File: src/rtl/txg_pkg.sv
package txg_pkg;

    typedef struct packed {
        logic stage1;
        logic stage2;
    } sync_st_t;

    typedef struct packed {
        logic flag;
        logic drv;
    } gate_st_t;

endpackage

File: src/rtl/txg_sync.sv
module txg_sync
    import txg_pkg::*;
(
    input  logic clk,
    input  logic rst_n,
    input  logic async_in,
    output logic sync_out
);
    sync_st_t st_d, st_q;

    always_comb begin
        st_d        = st_q;
        st_d.stage1 = async_in;
        st_d.stage2 = st_q.stage1;
    end

    // both stages reset to recessive
    always_ff @(posedge clk or negedge rst_n) begin
        if (!rst_n) st_q <= '{stage1: 1'b1, stage2: 1'b1};
        else        st_q <= st_d;
    end

    assign sync_out = st_q.stage2;
endmodule

File: src/rtl/txg_timer.sv
module txg_timer #(
    parameter int CNT_W = 16
) (
    input  logic             clk,
    input  logic             rst_n,
    input  logic             line_s,
    input  logic [CNT_W-1:0] limit,
    output logic             trip
);
    localparam logic [CNT_W-1:0] SAT = {CNT_W{1'b1}};

    typedef struct packed {
        logic [CNT_W-1:0] cnt;
    } tmr_st_t;

    tmr_st_t st_d, st_q;

    always_comb begin
        st_d = st_q;
        if (line_s)              st_d.cnt = '0;
        else if (st_q.cnt != SAT) st_d.cnt = st_q.cnt + 1'b1; // saturate
    end

    always_ff @(posedge clk or negedge rst_n) begin
        if (!rst_n) st_q <= '0;
        else        st_q <= st_d;
    end

    assign trip = !line_s && (st_q.cnt >= limit);

    a_r6_clear_on_high: assert property (@(posedge clk) disable iff (!rst_n)
        line_s |=> (st_q.cnt == '0));
    a_r7_no_wrap: assert property (@(posedge clk) disable iff (!rst_n)
        (!line_s && st_q.cnt == SAT) |=> (st_q.cnt == SAT));
endmodule

File: src/rtl/txg_gate.sv
module txg_gate
    import txg_pkg::*;
(
    input  logic clk,
    input  logic rst_n,
    input  logic line_s,
    input  logic trip,
    output logic flag,
    output logic drv
);
    gate_st_t st_d, st_q;

    always_comb begin
        st_d = st_q;
        if (line_s) st_d.flag = 1'b0;
        else        st_d.flag = st_q.flag | trip;
        st_d.drv = line_s | st_d.flag;
    end

    always_ff @(posedge clk or negedge rst_n) begin
        if (!rst_n) st_q <= '{flag: 1'b0, drv: 1'b1};
        else        st_q <= st_d;
    end

    assign flag = st_q.flag;
    assign drv  = st_q.drv;

    a_r4_hold_while_low: assert property (@(posedge clk) disable iff (!rst_n)
        (st_q.flag && !line_s) |=> st_q.flag);
    a_r4_flag_recessive: assert property (@(posedge clk) disable iff (!rst_n)
        st_q.flag |-> st_q.drv);
    a_r5_release_on_high: assert property (@(posedge clk) disable iff (!rst_n)
        (st_q.flag && line_s) |=> !st_q.flag);
    a_r3_trip_sets_flag: assert property (@(posedge clk) disable iff (!rst_n)
        trip |=> st_q.flag);
endmodule

File: src/rtl/txg_guard.sv
module txg_guard #(
    parameter int CNT_W = 16
) (
    input  logic             clk,
    input  logic             rst_n,
    input  logic             tx_in,
    input  logic [CNT_W-1:0] timeout_cyc,
    output logic             tx_out,
    output logic             to_flag
);
    logic line_s;
    logic trip;

    txg_sync u_sync (
        .clk      (clk),
        .rst_n    (rst_n),
        .async_in (tx_in),
        .sync_out (line_s)
    );

    txg_timer #(.CNT_W(CNT_W)) u_timer (
        .clk    (clk),
        .rst_n  (rst_n),
        .line_s (line_s),
        .limit  (timeout_cyc),
        .trip   (trip)
    );

    txg_gate u_gate (
        .clk    (clk),
        .rst_n  (rst_n),
        .line_s (line_s),
        .trip   (trip),
        .flag   (to_flag),
        .drv    (tx_out)
    );

    a_r1_reset_outputs: assert property (@(posedge clk)
        !rst_n |=> (tx_out && !to_flag) || !rst_n);
endmodule

File: config.mk
export PLATFORM = sky130hd
export DESIGN_NAME = txg_guard
export DESIGN_NICKNAME = d
export VERILOG_FILES = /design/src/rtl/txg_pkg.sv /design/src/rtl/txg_sync.sv /design/src/rtl/txg_timer.sv /design/src/rtl/txg_gate.sv /design/src/rtl/txg_guard.sv
export SDC_FILE = /design/constraint.sdc
export NUM_CORES = 1
export LEC_CHECK = 0
export CORE_ASPECT_RATIO = 0.9
export CORE_UTILIZATION = 58
export DETAILED_ROUTE_END_ITERATION = 10
export PLACE_DENSITY = 0.87
export SYNTH_ARGS = -nofsm -noshare
export SYNTH_HDL_FRONTEND = slang
export SYNTH_SLANG_ARGS = --single-unit
File: constraint.sdc
create_clock -name clk -period 3.65 [get_ports clk]
set_input_delay 0.73 -clock clk [delete_from_list [all_inputs] [get_ports clk]]
set_output_delay 0.73 -clock clk [all_outputs]
set_load 0.005 [all_outputs]
==> results_dict.tcl <==
set metrics [dict create \
    synth_nets 195 \
    period_share_pct 67.3 \
    clkLatencyLatePin_ns 0.31 \
    cts_buffers 3 \
    intPower_mw 0.370 \
    p_sw_mw 0.106 \
    clockBufferDepth 2 \
    ys_seq_area_share_pct 35.0 \
    cp-startpoint "timeout_cyc[6]" \
    route.detailed.drc 0 \
    p_comb_share_pct 11.9 \
    wl_mm 3.39 \
    avgSynthCellArea_um2 9.05 \
    ys_warn_count 0 \
    drive_above_1_share_pct 10.7 \
    area_delta_synth_final_pct 18.4 \
    status "finished, final reports clean" \
    reg2reg_from "u_timer.st_q[7]" \
    grtUsageTotal_pct 29.2 \
    worstMarginPinSlew_ns 0.930 \
    ff2ff_path_depth 5 \
    place_area_mm2 0.00165 \
    grt_pass1_vias 1324 \
    critPathKind "in2reg" \
    vdd_ir_drop_max_uv 279 \
    globalRouteOverflowTotal 0 \
    place_hpwl_mm 2.53 \
    cts_root_buffer "clkbuf_4" \
    core_area_mm2 0.00226 \
    worstSetupEndpoint "u_gate.flag" \
    p_clk_share_pct 38.7 \
    start_util_pct 63.6 \
    fill_cells 177 \
    vias 1320 \
    ys_seq_elements 20 \
    die_area_mm2 0.00268 \
    cts_hold_buf 0 \
    cts_sinks 20 \
    vias_per_cell 6.44 \
    setup_violations 0 \
    rsz0062_at_grt "no" \
    syn_inst 159 \
    ff2ff_setup_slack_ns 1.61 \
    leakagePower_nw 0.797 \
    cts_setup_buffers 0 \
    crit_chain "clkdlybuf4s50_1 > inv_1 > ha_1 > a41oi_1 > o21ai_0 > a2111oi_0 > a21oi_1" \
    cp-start-kind "input port" \
    hold_viol 0 \
    critPathSlowestCell "a2111oi_0" \
    grt_antenna_before_repair 0 \
    gp_congestion 0.822 \
    p_sw_share_pct 22.3 \
    dpl_worst_slack_ns 0.916 \
    rows 16 \
    setup_tns_ns 0 \
    htree_levels 1 \
    relSlewSlack_pct 37.8 \
    setup_ws_ns 1.19 \
    die_h_um 49.3 \
    worstPathArrival_ns 2.64 \
    required_ns 3.83 \
    max_stage_delay_ns 0.57 \
    placed_cells 201 \
    power_density_mw_per_mm2 280 \
    first_pass_iters 5 \
    end_kind "register" \
    nets 215 \
    final_cells 205 \
    worst_clock_skew_ns 0.00155 \
    async_flop_share_pct 100 \
    cp.buffers_inverters 2 \
    seq_power_share_pct 49.4 \
    max-cap-violations 0 \
    period_needed_ns 2.46 \
    finalInstanceArea_mm2 0.00170 \
    critPathMaxFanout 3 \
    crit_cells 7 \
    path_clk_slew_ns 0.12 \
    io_pins 21 \
    io_buffers 20 \
    slew_violations 0 \
    synth-edff-count 0 \
    wl_per_cell_um 16.6 \
    reg2reg_to "u_gate.flag" \
    ant_nets 0 \
    cts_tree "built" \
    grt_pass1_wl_mm 5.64 \
    insertedDiodeCount 0 \
    netlist_area_mm2 0.00144 \
    path_delay_family "compound AO/OA/AOI/OAI gates" \
    min_path_type "reg2reg" \
    cts_resized 0 \
    synth_flop_cell "dfrtp_1" \
    drt_iter0_markers 37 \
    synth_cell_types 38 \
    dieWidth_um 54.5 \
    fmaxAchievable_ghz 0.407 \
    grt_start_max_net_pins 26 \
]
## through the flow
step / total power [mW] / utilization, % / hold WS, ns
3_5_place_dp: 0.296 / 73.0 / 0.348
4_1_cts: 0.479 / 75.3 / 0.366
6_report: 0.477 / 75.3 / 0.365
3_3_place_gp: 0.290 / 73.0 / 0.346
5_1_grt: 0.498 / 75.3 / 0.367
2_1_floorplan: 0.262 / - / 0.345
## power by group through the flow
stage | Clock [mW] | Sequential (mW) | Combinational, mW
after floorplan | 0 | 0.235 | 0.0272
after global placement | 0 | 0.238 | 0.0518
after detailed placement | 0 | 0.239 | 0.0565
after CTS | 0.187 | 0.235 | 0.0568
after global routing | 0.198 | 0.236 | 0.0638
final | 0.184 | 0.235 | 0.0567
## synth_stat cells, types with 2 or more instances
| master | n | area, um2 |
|---|---|---|
| a21oi_1 | 13 | 65.1 |
| o21ai_0 | 7 | 35.0 |
| and4_1 | 2 | 17.5 |
| nor3_1 | 6 | 30.0 |
| a211oi_1 | 5 | 37.5 |
| nor2_1 | 9 | 33.8 |
| clkbuf_1 | 3 | 11.3 |
| nand2_1 | 10 | 37.5 |
| nand4_1 | 5 | 31.3 |
| ha_1 | 17 | 213 |
| nor2b_1 | 7 | 43.8 |
| a41oi_1 | 3 | 26.3 |
| buf_2 | 2 | 10.0 |
| dfstp_2 | 3 | 78.8 |
| nand3_1 | 4 | 20.0 |
| mux2_2 | 6 | 67.6 |
| inv_1 | 19 | 71.3 |
| nor4_1 | 2 | 12.5 |
| dfrtp_1 | 17 | 425 |
## layer usage
metal	global-route usage [%]	wire [um]
met1	35.2	1430
met2	49.8	1720
met3	7.17	211
met4	8.12	38
met5	0	0
## final cells by class
type                            count  area, um2  share of cell area [%]
Clock inverter                      1       30.0                    1.76
Clock buffer                        3       22.5                    1.32
Inverter                           19       71.3                    4.19
Multi-Input combinational cell    115        842                    49.4
Tap cell                           27       33.8                    1.98
Sequential cell                    20        504                    29.6
Timing Repair Buffer               20        200                    11.7
## logic make-up after synthesis
group / after synthesis / share of synthesized area, %
and+or+nand+nor: 54 / 21.3
AOI/OAI and AO/OA: 37 / 17.0
buffers and inverters: 24 / 6.43
DFF: 20 / 35.0
adders and majority gates: 17 / 14.8
muxes: 7 / 5.48
## worst min path at each step
stage / startpoint / end / slack [ns] / cells past startpoint
after floorplan: u_sync.st_d[0] / u_sync.sync_out / 0.35 / 0
after global placement: u_sync.st_d[0] / u_sync.sync_out / 0.35 / 0
after detailed placement: u_sync.st_d[0] / u_sync.sync_out / 0.35 / 0
after CTS: u_sync.st_d[0] / u_sync.sync_out / 0.37 / 0
after global routing: u_sync.st_d[0] / u_sync.sync_out / 0.37 / 0
final: u_sync.st_d[0] / u_sync.sync_out / 0.37 / 0
## state kept, by name (all words and copies together), names as in the netlist
register,count
u_sync.sync_out,1
u_sync.st_d,1
u_gate.drv,1
u_gate.flag,1
u_timer.st_q,16
## placed cells by master (no fill, tap or decap), types with 2 or more instances in the layout
| cell type | synthesis | routed |
|---|---|---|
| nor4_1 | 2 | 2 |
| and4_1 | 2 | 2 |
| inv_1 | 19 | 19 |
| nor2b_1 | 7 | 7 |
| a41oi_1 | 3 | 3 |
| nor2_1 | 9 | 9 |
| clkdlybuf4s50_1 | 0 | 20 |
| nand2_1 | 10 | 10 |
| nand3_1 | 4 | 4 |
| ha_1 | 17 | 17 |
| clkbuf_4 | 0 | 3 |
| nand4_1 | 5 | 5 |
| o21ai_0 | 7 | 7 |
| a211oi_1 | 5 | 5 |
| mux2_2 | 6 | 6 |
| dfrtp_1 | 17 | 17 |
| nor3_1 | 6 | 6 |
| a21oi_1 | 13 | 13 |
| dfstp_2 | 3 | 3 |
Power figures use the tool's default switching activity.
